[config.mk]
export PLATFORM = sky130hd
export DESIGN_NAME = cc_timer
export DESIGN_NICKNAME = d
export VERILOG_FILES = /design/src/rtl/cct_pkg.sv /design/src/rtl/cct_in_sync.sv /design/src/rtl/cct_tick_gen.sv /design/src/rtl/cct_core.sv /design/src/rtl/cc_timer.sv
export SDC_FILE = /design/constraint.sdc
export NUM_CORES = 1
export LEC_CHECK = 0
export BUFFER_PORTS_ARGS = -buffer_cell sky130_fd_sc_hd__buf_2
export CORE_ASPECT_RATIO = 1.2
export CORE_MARGIN = 2
export CORE_UTILIZATION = 55
export DETAILED_ROUTE_END_ITERATION = 8
export PLACE_DENSITY = 0.73
export SYNTH_ARGS = -nofsm -noshare
export SYNTH_HDL_FRONTEND = slang
export SYNTH_SLANG_ARGS = --single-unit
[constraint.sdc]
create_clock -name clk -period 2.1 [get_ports clk]
set_input_delay 0.105 -clock clk [delete_from_list [all_inputs] [get_ports clk]]
set_output_delay 0.105 -clock clk [all_outputs]
set_load 0.01 [all_outputs]
[src/rtl/cct_pkg.sv]
// Package: shared constants, register addresses and the mode register layout
// for the capture/compare timer channel.
package cct_pkg;
    localparam int REG_W  = 16;
    localparam int PSC_W  = 8;
    localparam int ADDR_W = 3;
    localparam int EV_W   = 2;

    localparam logic [ADDR_W-1:0] ADR_CTRL = 3'd0;
    localparam logic [ADDR_W-1:0] ADR_MODE = 3'd1;
    localparam logic [ADDR_W-1:0] ADR_REF  = 3'd2;
    localparam logic [ADDR_W-1:0] ADR_CAP  = 3'd3;
    localparam logic [ADDR_W-1:0] ADR_CNT  = 3'd4;
    localparam logic [ADDR_W-1:0] ADR_EVT  = 3'd5;

    localparam int CTRL_RUN_BIT  = 0;
    localparam int CTRL_HALT_BIT = 1;

    typedef enum logic [1:0] {
        SRC_CASC  = 2'b00,
        SRC_SYS   = 2'b01,
        SRC_DIV16 = 2'b10,
        SRC_EXT   = 2'b11
    } clk_src_e;

    typedef enum logic [1:0] {
        CAP_OFF  = 2'b00,
        CAP_RISE = 2'b01,
        CAP_FALL = 2'b10,
        CAP_BOTH = 2'b11
    } cap_edge_e;

    // Mode register, most significant field first (bits 15:8 down to bit 0).
    typedef struct packed {
        logic [PSC_W-1:0] psc;
        cap_edge_e        cap_edge;
        logic             out_toggle;
        logic             ref_ie;
        logic             restart;
        clk_src_e         src;
        logic             gate;
    } mode_t;
endpackage

[src/rtl/cct_in_sync.sv]
// Module: cct_in_sync
// Brings an asynchronous level into the clock domain through a chain of
// STAGES flops and reports single-cycle rising and falling edges of the
// synchronised level. Assumes STAGES >= 2.
module cct_in_sync #(
    parameter int STAGES = 2
) (
    input  logic clk,
    input  logic rst_n,
    input  logic din,
    output logic rise,
    output logic fall
);
    logic [STAGES-1:0] chain;
    logic              last_q;

    // Stage 0 samples the raw input.
    always_ff @(posedge clk) begin
        if (!rst_n) chain[0] <= 1'b0;
        else        chain[0] <= din;
    end

    genvar g;
    generate
        for (g = 1; g < STAGES; g++) begin : g_stage
            // Each further stage re-samples the previous one.
            always_ff @(posedge clk) begin
                if (!rst_n) chain[g] <= 1'b0;
                else        chain[g] <= chain[g-1];
            end
        end
    endgenerate

    // Previous synchronised level for edge detection.
    always_ff @(posedge clk) begin
        if (!rst_n) last_q <= 1'b0;
        else        last_q <= chain[STAGES-1];
    end

    assign rise = chain[STAGES-1] & ~last_q;
    assign fall = ~chain[STAGES-1] & last_q;
endmodule

[src/rtl/cct_tick_gen.sv]
// Module: cct_tick_gen
// Chooses the tick source, keeps the free-running divide-by-2^DIV_W enable
// and the prescaler, and emits one count-enable per psc+1 source ticks.
// Assumes en=0 means held in reset and run = en & ~stop.
module cct_tick_gen
    import cct_pkg::*;
#(
    parameter int P_W   = PSC_W,
    parameter int DIV_W = 4
) (
    input  logic           clk,
    input  logic           rst_n,
    input  logic           en,
    input  logic           run,
    input  clk_src_e       src,
    input  logic           casc_tick,
    input  logic           ext_rise,
    input  logic [P_W-1:0] psc,
    output logic           tick
);
    localparam logic [DIV_W-1:0] DIV_LAST = {DIV_W{1'b1}};

    logic [DIV_W-1:0] div_q;
    logic [P_W-1:0]   pcnt_q;
    logic             src_tick;
    logic             psc_done;

    // Select which event counts as one source tick.
    always_comb begin
        unique case (src)
            SRC_CASC:  src_tick = casc_tick;
            SRC_SYS:   src_tick = 1'b1;
            SRC_DIV16: src_tick = (div_q == DIV_LAST);
            SRC_EXT:   src_tick = ext_rise;
            default:   src_tick = 1'b0;
        endcase
    end

    assign psc_done = (pcnt_q == psc);
    assign tick     = run & src_tick & psc_done;

    // Free-running divider, cleared while disabled, frozen while stopped.
    always_ff @(posedge clk) begin
        if (!rst_n || !en) div_q <= '0;
        else if (run)      div_q <= div_q + 1'b1;
    end

    // Prescaler: counts source ticks and wraps after psc+1 of them.
    always_ff @(posedge clk) begin
        if (!rst_n || !en)        pcnt_q <= '0;
        else if (run && src_tick) pcnt_q <= psc_done ? '0 : pcnt_q + 1'b1;
    end
endmodule

[src/rtl/cct_core.sv]
// Module: cct_core
// Holds the main counter, reference compare, capture register, event flags
// and the reference output. Assumes tick is already gated by enable and stop,
// and cap_hit is the edge selected by the mode register.
module cct_core #(
    parameter int CNT_W = 16,
    parameter int E_W   = 2
) (
    input  logic             clk,
    input  logic             rst_n,
    input  logic             en,
    input  logic             tick,
    input  logic             restart,
    input  logic             out_toggle,
    input  logic [CNT_W-1:0] ref_val,
    input  logic             cnt_we,
    input  logic [CNT_W-1:0] cnt_wdata,
    input  logic             cap_hit,
    input  logic [E_W-1:0]   ev_clr,
    output logic [CNT_W-1:0] cnt,
    output logic [CNT_W-1:0] cap,
    output logic [E_W-1:0]   ev,
    output logic             match,
    output logic             cap_ev,
    output logic             ref_out
);
    logic [CNT_W-1:0] cnt_q;
    logic [CNT_W-1:0] cap_q;
    logic [E_W-1:0]   ev_q;
    logic [E_W-1:0]   ev_set;
    logic             ro_q;

    assign match  = tick & (cnt_q == ref_val);
    assign cap_ev = en & cap_hit;
    assign ev_set = {match, cap_ev};

    // Counter: cleared while disabled, software load beats a tick.
    always_ff @(posedge clk) begin
        if (!rst_n || !en)  cnt_q <= '0;
        else if (cnt_we)    cnt_q <= cnt_wdata;
        else if (tick)      cnt_q <= (match && restart) ? '0 : cnt_q + 1'b1;
    end

    // Capture register latches the count seen at the capture edge.
    always_ff @(posedge clk) begin
        if (!rst_n)      cap_q <= '0;
        else if (cap_ev) cap_q <= cnt_q;
    end

    // Event flags: write-one-to-clear, a new event wins over its clear.
    always_ff @(posedge clk) begin
        if (!rst_n) ev_q <= '0;
        else        ev_q <= (ev_q & ~ev_clr) | ev_set;
    end

    // Reference output: one-cycle pulse or toggle per match.
    always_ff @(posedge clk) begin
        if (!rst_n)          ro_q <= 1'b0;
        else if (out_toggle) ro_q <= ro_q ^ match;
        else                 ro_q <= match;
    end

    assign cnt     = cnt_q;
    assign cap     = cap_q;
    assign ev      = ev_q;
    assign ref_out = ro_q;
endmodule

[src/rtl/cc_timer.sv]
// Module: cc_timer (top)
// One capture/compare timer channel: register file and bus decode, input
// synchroniser, tick generation and counter core, plus the interrupt
// combine. Assumes a single-cycle write strobe and combinational reads.
module cc_timer
    import cct_pkg::*;
#(
    parameter int DIV_W       = 4,
    parameter int SYNC_STAGES = 2
) (
    input  logic              clk,
    input  logic              rst_n,
    input  logic              bus_we,
    input  logic [ADDR_W-1:0] bus_addr,
    input  logic [REG_W-1:0]  bus_wdata,
    output logic [REG_W-1:0]  bus_rdata,
    input  logic              casc_tick,
    input  logic              ext_in,
    output logic              irq,
    output logic              ref_out
);
    localparam int CNT_W = REG_W;

    logic [1:0]       ctrl_q;
    mode_t            mode_q;
    logic [CNT_W-1:0] ref_q;
    logic             en, halt, run;
    logic             ext_rise, ext_fall, cap_hit;
    logic             tick, match, cap_ev;
    logic             cnt_we;
    logic [EV_W-1:0]  ev_clr;
    logic [CNT_W-1:0] cnt, cap;
    logic [EV_W-1:0]  ev;

    // Writable configuration registers.
    always_ff @(posedge clk) begin
        if (!rst_n) begin
            ctrl_q <= '0;
            mode_q <= '0;
            ref_q  <= '0;
        end else if (bus_we) begin
            unique case (bus_addr)
                ADR_CTRL: ctrl_q <= bus_wdata[1:0];
                ADR_MODE: mode_q <= mode_t'(bus_wdata);
                ADR_REF:  ref_q  <= bus_wdata;
                default:  ;
            endcase
        end
    end

    assign en     = ctrl_q[CTRL_RUN_BIT];
    assign halt   = ctrl_q[CTRL_HALT_BIT];
    assign run    = en & ~halt;
    assign cnt_we = bus_we && (bus_addr == ADR_CNT);
    assign ev_clr = (bus_we && (bus_addr == ADR_EVT)) ? bus_wdata[EV_W-1:0] : '0;

    cct_in_sync #(.STAGES(SYNC_STAGES)) u_sync (
        .clk  (clk),
        .rst_n(rst_n),
        .din  (ext_in),
        .rise (ext_rise),
        .fall (ext_fall)
    );

    // Pick the capture edge named by the mode register.
    always_comb begin
        unique case (mode_q.cap_edge)
            CAP_OFF:  cap_hit = 1'b0;
            CAP_RISE: cap_hit = ext_rise;
            CAP_FALL: cap_hit = ext_fall;
            CAP_BOTH: cap_hit = ext_rise | ext_fall;
            default:  cap_hit = 1'b0;
        endcase
    end

    cct_tick_gen #(.P_W(PSC_W), .DIV_W(DIV_W)) u_tick (
        .clk      (clk),
        .rst_n    (rst_n),
        .en       (en),
        .run      (run),
        .src      (mode_q.src),
        .casc_tick(casc_tick),
        .ext_rise (ext_rise),
        .psc      (mode_q.psc),
        .tick     (tick)
    );

    cct_core #(.CNT_W(CNT_W), .E_W(EV_W)) u_core (
        .clk       (clk),
        .rst_n     (rst_n),
        .en        (en),
        .tick      (tick),
        .restart   (mode_q.restart),
        .out_toggle(mode_q.out_toggle),
        .ref_val   (ref_q),
        .cnt_we    (cnt_we),
        .cnt_wdata (bus_wdata),
        .cap_hit   (cap_hit),
        .ev_clr    (ev_clr),
        .cnt       (cnt),
        .cap       (cap),
        .ev        (ev),
        .match     (match),
        .cap_ev    (cap_ev),
        .ref_out   (ref_out)
    );

    assign irq = (ev[1] & mode_q.ref_ie) | (ev[0] & (mode_q.cap_edge != CAP_OFF));

    // Read mux over the register map.
    always_comb begin
        unique case (bus_addr)
            ADR_CTRL: bus_rdata = {{(REG_W-2){1'b0}}, ctrl_q};
            ADR_MODE: bus_rdata = mode_q;
            ADR_REF:  bus_rdata = ref_q;
            ADR_CAP:  bus_rdata = cap;
            ADR_CNT:  bus_rdata = cnt;
            ADR_EVT:  bus_rdata = {{(REG_W-EV_W){1'b0}}, ev};
            default:  bus_rdata = '0;
        endcase
    end
endmodule

==> impl_metrics.py <==
metrics = {
    "synthesis": {
        "synth_warnings": 0,
        "ys_types": 58,
        "synth_top_area_cell": "dfxtp_1",
        "synth_seq_area_share_pct": 35.8,
        "ys.flop_type": "dfxtp_1",
        "ys_seq_elements": 84,
        "synthCells": 579,
        "yosysMostFrequentCell": "nand2_1",
        "synthArstFlopShare_pct": 0,
        "synth_common_cells": "110 x nand2_1, 84 x dfxtp_1, 49 x nor2_1",
        "synth.area.top_cells": "dfxtp_1 36%, nand2_1 8.8%, xor2_1 5.8%",
        "synth_nets": 608,
        "avgSynthCellArea_um2": 8.12,
        "synth_top_cell_area_share_pct": 35.8,
        "synth_edf_count": 0,
        "syn-cell-area_um2": 4700,
    },
    "clock_network": {
        "cts_max_level": 3,
        "clock_sinks": 84,
        "clkLatencyLatePin_ns": 0.37,
        "cts.clk_slew.worst_paths_ns": 0.08,
        "cts_root_buf": "clkbuf_8",
        "cts_tree": "done",
        "clockBufferDepth": 2,
        "cts_made_buffers": 9,
    },
    "sta": {
        "fmax_mhz": 510,
        "setup_tns_ns": 0,
        "skew_ns": 0.00719,
        "period_needed_ns": 1.96,
        "finalCritPeriodShare_pct": 93.3,
        "rsz0062_at_grt": "no",
        "relSlewSlack_pct": 55.8,
        "layout_setup_ws_ns": 0.140,
        "holdWs_ns": 0.00458,
        "hold_viol": 0,
        "slew_viol_final": 0,
        "max_slew.worst_pin.slew_ns": 0.662,
        "finalSetupViolCount": 0,
    },
    "worst_setup_path": {
        "arrival_ns": 2.25,
        "reg2reg_depth": 6,
        "end_kind": "flop",
        "regToRegSetupSlack_ns": 0.14,
        "cp_max_fo": 8,
        "crit_path_max_incr_delay_ns": 0.48,
        "required_ns": 2.39,
        "path_class": "reg2reg",
        "cp_slowest_cell": "or3_1",
        "crit_chain": "ha_1, nand3_1, or3_1, nor4_1, o211ai_1, a31oi_1",
        "cp-start-kind": "flop",
    },
    "global_route": {
        "grt_pass1_wl_mm": 22.0,
        "antenna_found_initial": 0,
        "grt-busiest-layer": "met2",
        "met3_usage_pct": 4.46,
        "met2_usage_pct": 48.4,
        "grt_pass1_vias": 4437,
        "gr-total-overflow": 0,
        "grt_usage_pct": 30.3,
        "grt_max_degree": 29,
        "grtUsageMet1_pct": 39.6,
    },
    "pwr": {
        "vdd_ir_drop_max_uv": 404,
        "powerDensity_nw_per_um2": 588,
        "finalPower_mw": 3.18,
        "p_leak_nw": 2.10,
    },
    "placement": {
        "numPortBuffers": 41,
        "gp_congestion": 0.904,
        "pre_cts_ws_ns": 0.119,
        "hpwl_mm": 9.81,
        "post_dp_cell_area_um2": 5100,
    },
    "drt": {
        "wl_mm": 13.8,
        "postRouteAntennaNets": 0,
        "drc_errors": 0,
        "via_per_inst": 6.14,
        "dr.pass1.iters": 5,
        "vias": 4573,
        "drt_iter0_markers": 391,
        "wire_per_inst_um": 18.5,
    },
    "finish": {
        "fin_area_um2": 5410,
        "syn2layout_area_growth_pct": 15.0,
        "diodes": 0,
        "drive_above_1_share_pct": 20.0,
        "filler_cell_count": 718,
        "final_nets": 657,
    },
    "floorplan": {
        "pin_count": 42,
        "num_rows": 36,
        "die_w_um": 88.4,
        "core_area_um2": 8200,
        "die_h_um": 105,
        "start_util_pct": 57.4,
        "die_area_um2": 9310,
    },
    "hold_path": {
        "holdCritPathClass": "in2reg",
        "holdPathStages": 3,
    },
    "job": {
        "drv_cap": 0,
    },
    "status": {
        "status": "finished clean",
    },
}
==> metal layers <==
metal	part of all wire, %	wire [um]
met1	42	5790
met2	48	6610
met3	7.5	1030
met4	2.6	357
met5	0	0
==> final timing paths <==
check / start / end
min: bus_wdata[4] / mode_q[4]
min reg2reg: u_sync.chain[0] / u_sync.chain[1]
max: u_core.cnt[0] / u_core.cnt[12]
max reg2reg: u_core.cnt[0] / u_core.cnt[12]
==> stage by stage <==
stage               util [%]  instances
CTS                     65.6        743
global placement        62.2        722
global route            66.0        745
detailed placement      62.2        722
finish                  66.0        745
floorplan                  -        579
==> what timing repair did <==
item / 4_1_cts / 5_1_grt
setup buffers: 0 / 2
endpoints found under the hold margin: 8 / 0
endpoints found under the setup margin: 0 / 12
gates resized for setup: 0 / 3
hold buffers: 7 / 0
==> layout by cell type (no fill, tap or decap), types with 2 or more instances in the layout <==
cell,Yosys,final
nand3_1,10,10
inv_1,7,7
buf_2,10,41
nand2_1,110,110
and3_1,2,2
xor2_1,31,31
and2_1,8,8
o32ai_1,6,6
a31oi_1,8,8
nor4_2,5,5
mux2i_1,21,21
dlygate4sd3_1,0,7
o21a_1,3,3
nor2b_1,5,5
xnor2_1,4,4
o31a_1,2,2
o211ai_1,5,5
nand4_1,8,8
nor2_1,49,49
dfxtp_1,84,83
nor3_1,8,8
buf_12,1,2
nor4_1,6,6
ha_1,5,5
o31ai_1,2,2
a2bb2oi_1,12,12
buf_4,0,37
clkbuf_8,0,13
a21oi_1,44,44
o2111ai_1,8,8
a22oi_1,15,15
and4_1,2,2
o21ai_0,23,23
mux2_2,14,14
==> registers in the layout, summed over array words and instances (netlist names) <==
register        cells
u_sync.chain        2
u_tick.pcnt_q       8
ctrl_q              2
u_core.ev           2
mode_q             16
ref_q              16
u_core.cnt         16
u_core.ref_out      1
u_sync.last_q       1
u_core.cap         16
u_tick.div_q        4
==> area by class of cell <==
cell class              count  area, um^2  area share [%]
clock buffers              13         179            3.31
repair buffers             87         593            11.0
inverters                   9        33.8           0.625
flip-flops and latches     84        1680            31.1
clock inverters             1        30.0           0.555
multi-input cells         437        2750            50.8
well taps                 114         143            2.64
==> logic make-up (layout without fill, tap and decap cells) <==
| family | Yosys count | count (layout) | share of synthesized area, % |
|---|---|---|---|
| compound gates | 137 | 137 | 19.2 |
| xor+xnor | 35 | 35 | 6.52 |
| fa+ha+maj | 5 | 5 | 1.33 |
| buf+inv | 58 | 110 | 6.28 |
| flops | 84 | 84 | 35.8 |
| mux | 36 | 36 | 8.30 |
| simple gates | 224 | 224 | 22.7 |
==> critical path, delay by kind of cell, from the launching register on <==
kind	cells	cell delay, ns
compound gates	2	0.32
simple gates	3	0.90
fa+ha+maj	1	0.22
flops	1	0.43
==> report_power, final <==
part           total [mW]  internal [mW]  switching (mW)
Sequential           1.62           1.61          0.0168
Clock                1.26          0.667           0.590
Combinational       0.295          0.112           0.184
(Power assumes the default switching activity.)
